File: src/rtl/ejc_pkg.sv
package ejc_pkg;

    typedef enum logic [2:0] {
        ST_IDLE,
        ST_SCAN,
        ST_DRAIN,
        ST_DECIDE,
        ST_REPORT
    } judge_state_e;

    localparam logic [1:0] CODE_NONE   = 2'b00;
    localparam logic [1:0] CODE_OK     = 2'b01;
    localparam logic [1:0] CODE_ERASED = 2'b10;
    localparam logic [1:0] CODE_UNCORR = 2'b11;

endpackage

File: src/rtl/ejc_zero_count.sv
module ejc_zero_count #(
    parameter int WORD_W = 32,
    parameter int PC_W   = $clog2(WORD_W + 1)
) (
    input  logic [WORD_W-1:0] word_i,
    output logic [PC_W-1:0]   zeros_o
);

    logic [WORD_W-1:0] inv_bits;

    generate
        for (genvar b = 0; b < WORD_W; b++) begin : g_inv
            assign inv_bits[b] = ~word_i[b];
        end
    endgenerate

    always_comb begin
        zeros_o = '0;
        for (int i = 0; i < WORD_W; i++) begin
            zeros_o = zeros_o + PC_W'(inv_bits[i]);
        end
    end

endmodule

File: src/rtl/ejc_tally.sv
module ejc_tally #(
    parameter int IN_W  = 6,
    parameter int CNT_W = 6
) (
    input  logic             clk,
    input  logic             rst_n,
    input  logic             clear_i,
    input  logic             add_en_i,
    input  logic [IN_W-1:0]  add_val_i,
    output logic [CNT_W-1:0] total_o,
    output logic [CNT_W-1:0] sum_o
);

    localparam int SUM_W = ((CNT_W > IN_W) ? CNT_W : IN_W) + 1;
    localparam logic [CNT_W-1:0] MAXV = '1;

    logic [CNT_W-1:0] total_q;
    logic [SUM_W-1:0] sum_full;

    always_comb begin
        sum_full = SUM_W'(total_q) + SUM_W'(add_val_i);
        if (sum_full > SUM_W'(MAXV)) begin
            sum_o = MAXV;
        end else begin
            sum_o = sum_full[CNT_W-1:0];
        end
    end

    always_ff @(posedge clk or negedge rst_n) begin
        if (!rst_n) begin
            total_q <= '0;
        end else if (clear_i) begin
            total_q <= '0;
        end else if (add_en_i) begin
            total_q <= sum_o;
        end
    end

    assign total_o = total_q;

endmodule

File: src/rtl/ejc_verdict.sv
module ejc_verdict #(
    parameter int CNT_W = 6
) (
    input  logic [CNT_W-1:0] total_i,
    input  logic [CNT_W-1:0] limit_i,
    input  logic [CNT_W-1:0] strength_i,
    output logic             uncorr_o
);

    logic [CNT_W-1:0] half_strength;
    logic             above_limit;
    logic             above_half;

    always_comb begin
        half_strength = strength_i >> 1;
        above_limit   = total_i > limit_i;
        above_half    = total_i > half_strength;
        uncorr_o      = above_limit && above_half;
    end

endmodule

File: src/rtl/ecc_sector_judge.sv
module ecc_sector_judge
    import ejc_pkg::*;
#(
    parameter int WORD_W       = 32,
    parameter int SECTOR_WORDS = 512,
    parameter int CNT_W        = 6
) (
    input  logic              clk,
    input  logic              rst_n,
    input  logic              stat_valid,
    input  logic              stat_fail,
    input  logic [CNT_W-1:0]  stat_errs,
    input  logic [CNT_W-1:0]  cfg_strength,
    input  logic              wd_valid,
    input  logic [WORD_W-1:0] wd_data,
    output logic              wd_ready,
    output logic              vrd_valid,
    output logic [1:0]        vrd_code,
    output logic [CNT_W-1:0]  vrd_count,
    output logic              fill_req
);

    localparam int IDX_W = (SECTOR_WORDS > 1) ? $clog2(SECTOR_WORDS) : 1;
    localparam int PC_W  = $clog2(WORD_W + 1);
    localparam logic [IDX_W-1:0] LAST_IDX = IDX_W'(SECTOR_WORDS - 1);

    judge_state_e     state_q, state_d;
    logic [CNT_W-1:0] limit_q;
    logic [IDX_W-1:0] idx_q;
    logic [1:0]       code_q;
    logic [CNT_W-1:0] count_q;

    logic             start_accept;
    logic             take;
    logic             last_word;
    logic             over_limit;
    logic             is_uncorr;
    logic             tally_add;
    logic [PC_W-1:0]  word_zeros;
    logic [CNT_W-1:0] total_now;
    logic [CNT_W-1:0] total_next;

    assign start_accept = (state_q == ST_IDLE) && stat_valid;
    assign take         = wd_valid && wd_ready;
    assign last_word    = (idx_q == LAST_IDX);
    assign tally_add    = take && (state_q == ST_SCAN);
    assign over_limit   = total_next > limit_q;

    ejc_zero_count #(
        .WORD_W (WORD_W),
        .PC_W   (PC_W)
    ) i_zero_count (
        .word_i  (wd_data),
        .zeros_o (word_zeros)
    );

    ejc_tally #(
        .IN_W  (PC_W),
        .CNT_W (CNT_W)
    ) i_tally (
        .clk       (clk),
        .rst_n     (rst_n),
        .clear_i   (start_accept),
        .add_en_i  (tally_add),
        .add_val_i (word_zeros),
        .total_o   (total_now),
        .sum_o     (total_next)
    );

    ejc_verdict #(
        .CNT_W (CNT_W)
    ) i_verdict (
        .total_i    (total_now),
        .limit_i    (limit_q),
        .strength_i (cfg_strength),
        .uncorr_o   (is_uncorr)
    );

    // State register
    always_ff @(posedge clk or negedge rst_n) begin
        if (!rst_n) begin
            state_q <= ST_IDLE;
        end else begin
            state_q <= state_d;
        end
    end

    // Next-state logic
    always_comb begin
        state_d = state_q;
        unique case (state_q)
            ST_IDLE: begin
                if (stat_valid) begin
                    state_d = stat_fail ? ST_SCAN : ST_REPORT;
                end
            end
            ST_SCAN: begin
                if (take) begin
                    if (last_word) begin
                        state_d = ST_DECIDE;
                    end else if (over_limit) begin
                        state_d = ST_DRAIN;
                    end
                end
            end
            ST_DRAIN: begin
                if (take && last_word) begin
                    state_d = ST_DECIDE;
                end
            end
            ST_DECIDE: state_d = ST_REPORT;
            ST_REPORT: state_d = ST_IDLE;
            default:   state_d = ST_IDLE;
        endcase
    end

    // Datapath registers
    always_ff @(posedge clk or negedge rst_n) begin
        if (!rst_n) begin
            limit_q <= '0;
            idx_q   <= '0;
            code_q  <= CODE_NONE;
            count_q <= '0;
        end else begin
            if (start_accept) begin
                limit_q <= stat_errs;
                idx_q   <= '0;
                if (!stat_fail) begin
                    code_q  <= CODE_OK;
                    count_q <= stat_errs;
                end
            end else if (take) begin
                idx_q <= idx_q + 1'b1;
            end
            if (state_q == ST_DECIDE) begin
                code_q  <= is_uncorr ? CODE_UNCORR : CODE_ERASED;
                count_q <= '0;
            end
        end
    end

    // Output logic
    always_comb begin
        wd_ready  = 1'b0;
        vrd_valid = 1'b0;
        vrd_code  = CODE_NONE;
        vrd_count = '0;
        fill_req  = 1'b0;
        unique case (state_q)
            ST_SCAN, ST_DRAIN: wd_ready = 1'b1;
            ST_REPORT: begin
                vrd_valid = 1'b1;
                vrd_code  = code_q;
                vrd_count = count_q;
                fill_req  = (code_q == CODE_ERASED);
            end
            default: ;
        endcase
    end

endmodule

File: config.mk
export PLATFORM = sky130hd
export DESIGN_NAME = ecc_sector_judge
export DESIGN_NICKNAME = d
export VERILOG_FILES = /design/src/rtl/ejc_pkg.sv /design/src/rtl/ejc_zero_count.sv /design/src/rtl/ejc_tally.sv /design/src/rtl/ejc_verdict.sv /design/src/rtl/ecc_sector_judge.sv
export SDC_FILE = /design/constraint.sdc
export NUM_CORES = 1
export LEC_CHECK = 0
export BUFFER_PORTS_ARGS = -buffer_cell sky130_fd_sc_hd__buf_2
export CAP_MARGIN = 20
export CORE_UTILIZATION = 30
export CTS_BUF_LIST = sky130_fd_sc_hd__clkbuf_4 sky130_fd_sc_hd__clkbuf_8 sky130_fd_sc_hd__clkbuf_16
export CTS_CLUSTER_SIZE = 8
export DETAILED_ROUTE_END_ITERATION = 10
export GPL_TIMING_DRIVEN = 0
export SYNTH_ARGS = -nofsm -noshare
export SYNTH_HDL_FRONTEND = slang
export SYNTH_SLANG_ARGS = --single-unit
File: constraint.sdc
create_clock -name clk -period 4.1 [get_ports clk]
set_clock_uncertainty 0.2 [all_clocks]
set_input_delay 0.82 -clock clk [delete_from_list [all_inputs] [get_ports clk]]
set_output_delay 0.82 -clock clk [all_outputs]
set_load 0.05 [all_outputs]
## Word level (Yosys, flattened, before mapping)

Index checks and enable logic that the tools add are counted.

| word-level totals | value |
|---|---|
| flip-flop bits (word level) | 32 |
| latch bits | 0 |
| memory bits (writable) | 0 |
| bits in read-only memories | 0 |
| input bits | 49 |
| output and inout port bits | 11 |
| logic and storage cells | 122 |
| memories | 0 |

| operators by class | value |
|---|---|
| $add $sub $neg | 33 |
| $mul | 0 |
| divide/modulo/power cells | 0 |
| order comparisons | 4 |
| eq/ne operators | 11 |
| shift-type cells | 0 |
| multiplexer cells | 24 |
| bitwise gates (word level) | 32 |
| reduce and logical (&&, ||, !) cells | 12 |

Operator list:

| operator | count |
|---|---|
| adder 6 x 1 -> 6 bit | 30 |
| two-way mux 6 bit | 7 |
| inverter 1 bit | 32 |
| two-way mux 3 bit | 6 |
| two-way mux 9 bit | 2 |
| > comparator 6 bit | 2 |
| one-hot mux 3 bit (4 select lines) | 1 |
| adder 9 x 1 -> 9 bit, second input constant | 1 |
| equality test 9 bit, second input constant | 1 |
| two-way mux 2 bit | 4 |
| adder 6 x 6 -> 7 bit | 1 |
| > comparator 7 x 6 -> 1 bit, second input constant | 1 |
| equality test 3 x 2 -> 1 bit, second input constant | 2 |
| > comparator 6 x 5 -> 1 bit | 1 |
| != test 2 bit, second input constant | 3 |
| nonzero test 2 bit | 3 |
| logical AND 1 bit | 5 |
| two-way mux 1 bit | 4 |
| AND reduction 4 bit | 1 |
| equality test 3 x 1 -> 1 bit, second input constant | 1 |
| equality test 3 bit, second input constant | 1 |
| zero test 3 bit | 1 |
| != test 3 bit, second input constant | 1 |
| adder 1 x 1 -> 2 bit | 1 |
| 4 further kinds | 4 |

## Depth between registers and ports, before layout

| logic depth | value |
|---|---|
| depth in word-level cells | 40 |
| depth in mapped cells | 27 |
| depth with buffers taken out | 27 |

## Modules after synthesis

From an unflattened synthesis, not the netlist that was laid out.

| unflattened totals | value |
|---|---|
| cells, all modules | 345 |
| area total of the unflattened synthesis | 3,144.3 um^2 |

Modules (own cells, without submodules):

| module | instances | cells an instance | area an instance (um^2) | seq. area each (um^2) |
|---|---|---|---|---|
| ecc_sector_judge | 1 | 154 | 1,436.4 | 650.6 |
| ejc_zero_count | 1 | 86 | 817.0 | 0.0 |
| ejc_tally | 1 | 67 | 615.6 | 150.1 |
| ejc_verdict | 1 | 38 | 275.3 | 0.0 |

## Worst setup path before layout

OpenSTA, ideal clock, no wires.

| timing | value |
|---|---|
| path type | input to register |
| start point | input wd_data[0] |
| end point | register state_q[1] |
| data arrival time | 7.758 ns |
| required time | 3.775 ns |
| path slack | -3.984 ns |
| cell stages on the path | 25 |
| cell sequence | inv_1 > ha_1 > fa_1 > fa_1 > fa_1 > fa_1 > fa_1 > fa_1 > inv_1 > fa_1 > fa_1 > inv_1 > a21o_1 > a21oi_1 > xnor2_1 > ha_1 > and2_1 > a22o_1 > nor4b_1 > nor2_1 > ha_1 > and4_1 > a221oi_1 > a21bo_4 > mux2_4 |

| between the ends | value |
|---|---|
| cells in the longest elaborated chain, start to end | 38 |

RTL lines:

| item | line | source |
|---|---|---|
| start, declared | ecc_sector_judge.sv:15 | `input logic [WORD_W-1:0] wd_data,` |
| inverter 1 bit * | ejc_zero_count.sv:13 | `assign inv_bits[b] = ~word_i[b];` |
| adder 1 x 1 -> 2 bit * | ejc_zero_count.sv:20 | `zeros_o = zeros_o + PC_W'(inv_bits[i]);` |
| adder 6 x 1 -> 6 bit * (30 in a row) | ejc_zero_count.sv:20 |  |
| adder 6 x 6 -> 7 bit * | ejc_tally.sv:21 | `sum_full = SUM_W'(total_q) + SUM_W'(add_val_i);` |
| > comparator 7 x 6 -> 1 bit | ejc_tally.sv:22 | `if (sum_full > SUM_W'(MAXV)) begin` |
| two-way mux 6 bit * | ejc_tally.sv:22 |  |
| > comparator 6 bit * | ecc_sector_judge.sv:47 | `assign over_limit = total_next > limit_q;` |
| != test 3 bit (no line) * | - |  |
| AND reduction 4 bit (no line) * | - |  |
| end signal, assigned | ecc_sector_judge.sv:84 | `state_q <= state_d;` |
| end, declared | ecc_sector_judge.sv:27 | `judge_state_e state_q, state_d;` |

Every way passes the cells marked *; elsewhere a longest branch is shown, timed or not.
A chain may end at the register's enable or synchronous reset.

## Final worst setup path

| timing | value |
|---|---|
| start point | input wd_data[1] |
| end point | register state_q[1] |

Same word-level chain as after synthesis.

==> run_results.csv <==
group,metric,value,unit
routing,drtIter0Drc,76,
clock_tree,cts_tree,"done",
sta,fin_ws,-3.456,ns
cells_and_area,stdcell_area,3835,um2
routing,post-route-drc-count,0,
cells_and_area,layout-drive-gt1-share,0.2932,
sta,period_needed,7.556,ns
outcome,outcome,"finished with violations",
yosys,synth_simple_gate_area_frac,0.1563,
routing,ant_nets,0,
clock_tree,cts.sinks,32,
clock_tree,hold_buffers,0,
floorplanning,die_h,101.8,um
cells_and_area,final_nets,490,
clock_tree,cts_buffers,5,
placed_design,dp_hpwl,4891,um
critical_path,cp_slowest_cell,"fa_1",
sta,period_share,1.843,
routing,totalWireLength,6117,um
routing,viasPerCell,4.590,
clock_tree,cts-root-buf,"clkbuf_8",
global_route,grt_first_pass_wirelength,10870,um
yosys,synth_top_family_by_area,"adder cells",
sta,final_hold_viol_count,0,
yosys,synth.distinct_cells,47,
critical_path,critPathMostFrequentCell,"fa_1",
sta,max_freq,132.3,MHz
floorplanning,die-area,10350,um2
sta,worst_slew_pin_slew,0.7239,ns
placed_design,post_dp_cell_area,3512,um2
floorplanning,fp.dieW,101.8,um
yosys,ys_seq_area_frac,0.2682,
yosys,syn_area_per_cell,9.693,um2
clock_tree,htreeDepth,2,
hold_path,min_path_type,"register to register",
floorplanning,start_util,0.3068,
outcome,violations,"setup timing",
critical_path,cp-end-kind,"register",
sta,setup_viol,16,
critical_path,crit_arrival,7.52,ns
global_route,grt_pass1_vias,2402,
sta,rsz0062_at_grt,"true",
yosys,syn_area,2985,um2
yosys,yosys_warnings,0,
critical_path,slowest_delay,0.52,ns
placed_design,io_buffers,58,
critical_path,worstSetupStartpointType,"primary input",
yosys,synthCells,308,
cells_and_area,areaGrowthSynthToFinish,28.46,%
routing,wire_per_inst,11.88,um
flow_run,maxCapViolCount,0,
yosys,synth_xor_area_frac,0.03227,
cells_and_area,layout_commonest_cell,"buf_2",
yosys,synth.mux.area_fraction,0.01215,
cells_and_area,mostFrequentLayoutCells,"57 x buf_2, 51 x inv_1, 32 x dfrtp_1",
yosys,synthAdderAreaFrac,0.3101,
floorplanning,pin_count,60,
cells_and_area,final_util,0.3942,
placed_design,place_congestion,0.7884,
global_route,grt_max_degree,33,
routing,first_pass_iters,4,
global_route,grt_antenna_before_repair,0,
clock_tree,clock_path_buffers,2,
clock_tree,insertion_delay,0.28,ns
yosys,synth_seq_cells,32,
global_route,overflow,0,
floorplanning,core,9729,um2
yosys,synth_compound_area_frac,0.1362,
critical_path,crit_type,"primary input to register",
global_route,groute.usage.overall,0.1329,
critical_path,required,4.07,ns
clock_tree,cts.clk_slew.worst_paths,0.06,ns
sta,slew_headroom,0.5137,
yosys,ys.flop_type,"dfrtp_1",
routing,vias,2364,
cells_and_area,nFillCells,1006,
floorplanning,std_cell_rows,36,
critical_path,crit_path_max_fanout,4,
yosys,synth_edf_count,0,
cells_and_area,antennaDiodeCount,0,
yosys,synthesis.nets,416,
sta,slew_violations,0,
yosys,async_flop_share,1.000,
[cells in the mapped netlist (2+ instances only)]
master,count,area share
and2_1,9,0.019
nand3_1,5,0.0084
nor2b_1,6,0.013
xor2_1,5,0.015
nor3b_1,2,0.0050
xnor2_1,6,0.018
nor4b_1,2,0.0059
a31oi_1,2,0.0042
nor2_1,14,0.018
inv_1,55,0.069
nand4_1,3,0.0063
nor3_1,6,0.010
a21oi_1,9,0.015
o22ai_1,3,0.0063
dfrtp_1,32,0.27
a211oi_1,6,0.015
buf_6,2,0.0075
fa_1,25,0.17
and3_1,4,0.0084
o21bai_1,2,0.0050
or3_1,3,0.0063
clkbuf_1,3,0.0038
a21o_1,6,0.015
nand2b_1,2,0.0042
a22o_1,11,0.032
nand2_1,19,0.024
ha_1,34,0.14
o21ai_0,13,0.022
[layer usage]
| metal | wire length [um] | global-route usage |
|---|---|---|
| met5 | 0 | 0 |
| met4 | 70 | 0.03679 |
| met3 | 148 | 0.01794 |
| met2 | 3074 | 0.2302 |
| met1 | 2823 | 0.1728 |
[stage by stage]
step	instances	setup WS [ns]	hold slack, ns	TNS [ns]
after floorplan	308	-3.373	0.2645	-45.39
after global placement	499	-3.912	0.2839	-54.14
after detailed placement	499	-3.954	0.2831	-54.87
after CTS	514	-3.411	0.3076	-46.39
after global routing	515	-3.696	0.3384	-50.21
final	515	-3.456	0.3042	-46.47
[cell families (layout without fill, tap and decap cells)]
logic type	Yosys count	count (layout)
buffers and inverters	62	136
multiplexers	3	3
adder cells (fa/ha/maj)	59	59
AND/OR/NAND/NOR	84	84
flip-flops	32	32
AO/OA/AOI/OAI	57	57
XOR/XNOR	11	11
[flip-flops by register name, summed over array words and instances (netlist names)]
signal	flops
idx_q	9
count_q	6
i_tally.total_o	6
limit_q	6
state_q	3
code_q	2
[final timing paths]
| path | from | end | slack (ns) | cells after the start |
|---|---|---|---|---|
| max | wd_data[1] | state_q[1]$_DFFE_PN0P_ | -3.46 | 26 |
| min | count_q[5]$_DFFE_PN0P_ | count_q[5]$_DFFE_PN0P_ | 0.30 | 1 |
| max reg2reg | i_tally.total_o[0]$_DFFE_PN0P_ | state_q[1]$_DFFE_PN0P_ | 0.58 | 11 |
| min reg2reg | count_q[5]$_DFFE_PN0P_ | count_q[5]$_DFFE_PN0P_ | 0.30 | 1 |
| max in group asynchronous | rst_n | idx_q[8]$_DFFE_PN0P_ | 2.83 | 1 |
| min in group asynchronous | rst_n | count_q[1]$_DFFE_PN0P_ | 0.39 | 1 |
[final cells by class]
cell class | count | area [um2] | share of cell area
buffer | 7 | 46.29 | 0.01207
clock buffer | 7 | 96.34 | 0.02512
inverter | 55 | 221.5 | 0.05775
multi-input combinational | 214 | 2115 | 0.5514
sequential | 32 | 800.8 | 0.2088
tap | 133 | 166.4 | 0.04339
timing repair buffer | 67 | 389.1 | 0.1015
[critical path, delay by kind of cell]
kind	cells	cell delay, ns
AND/OR/NAND/NOR	2	0.26
AO/OA/AOI/OAI	7	1.31
buffers and inverters	4	0.22
multiplexers	1	0.29
XOR/XNOR	1	0.21
adder cells (fa/ha/maj)	11	4.41
[repair_timing]
item                       in CTS  in global routing
setup endpoints to repair      16                 16
setup buffers                   8                  3
gates resized for setup        24                  6
pin swaps                      16                  8
Power is left out: the tool's default activity adds up to more than one toggle a clock period on the data nets, which glitch-free logic cannot reach.
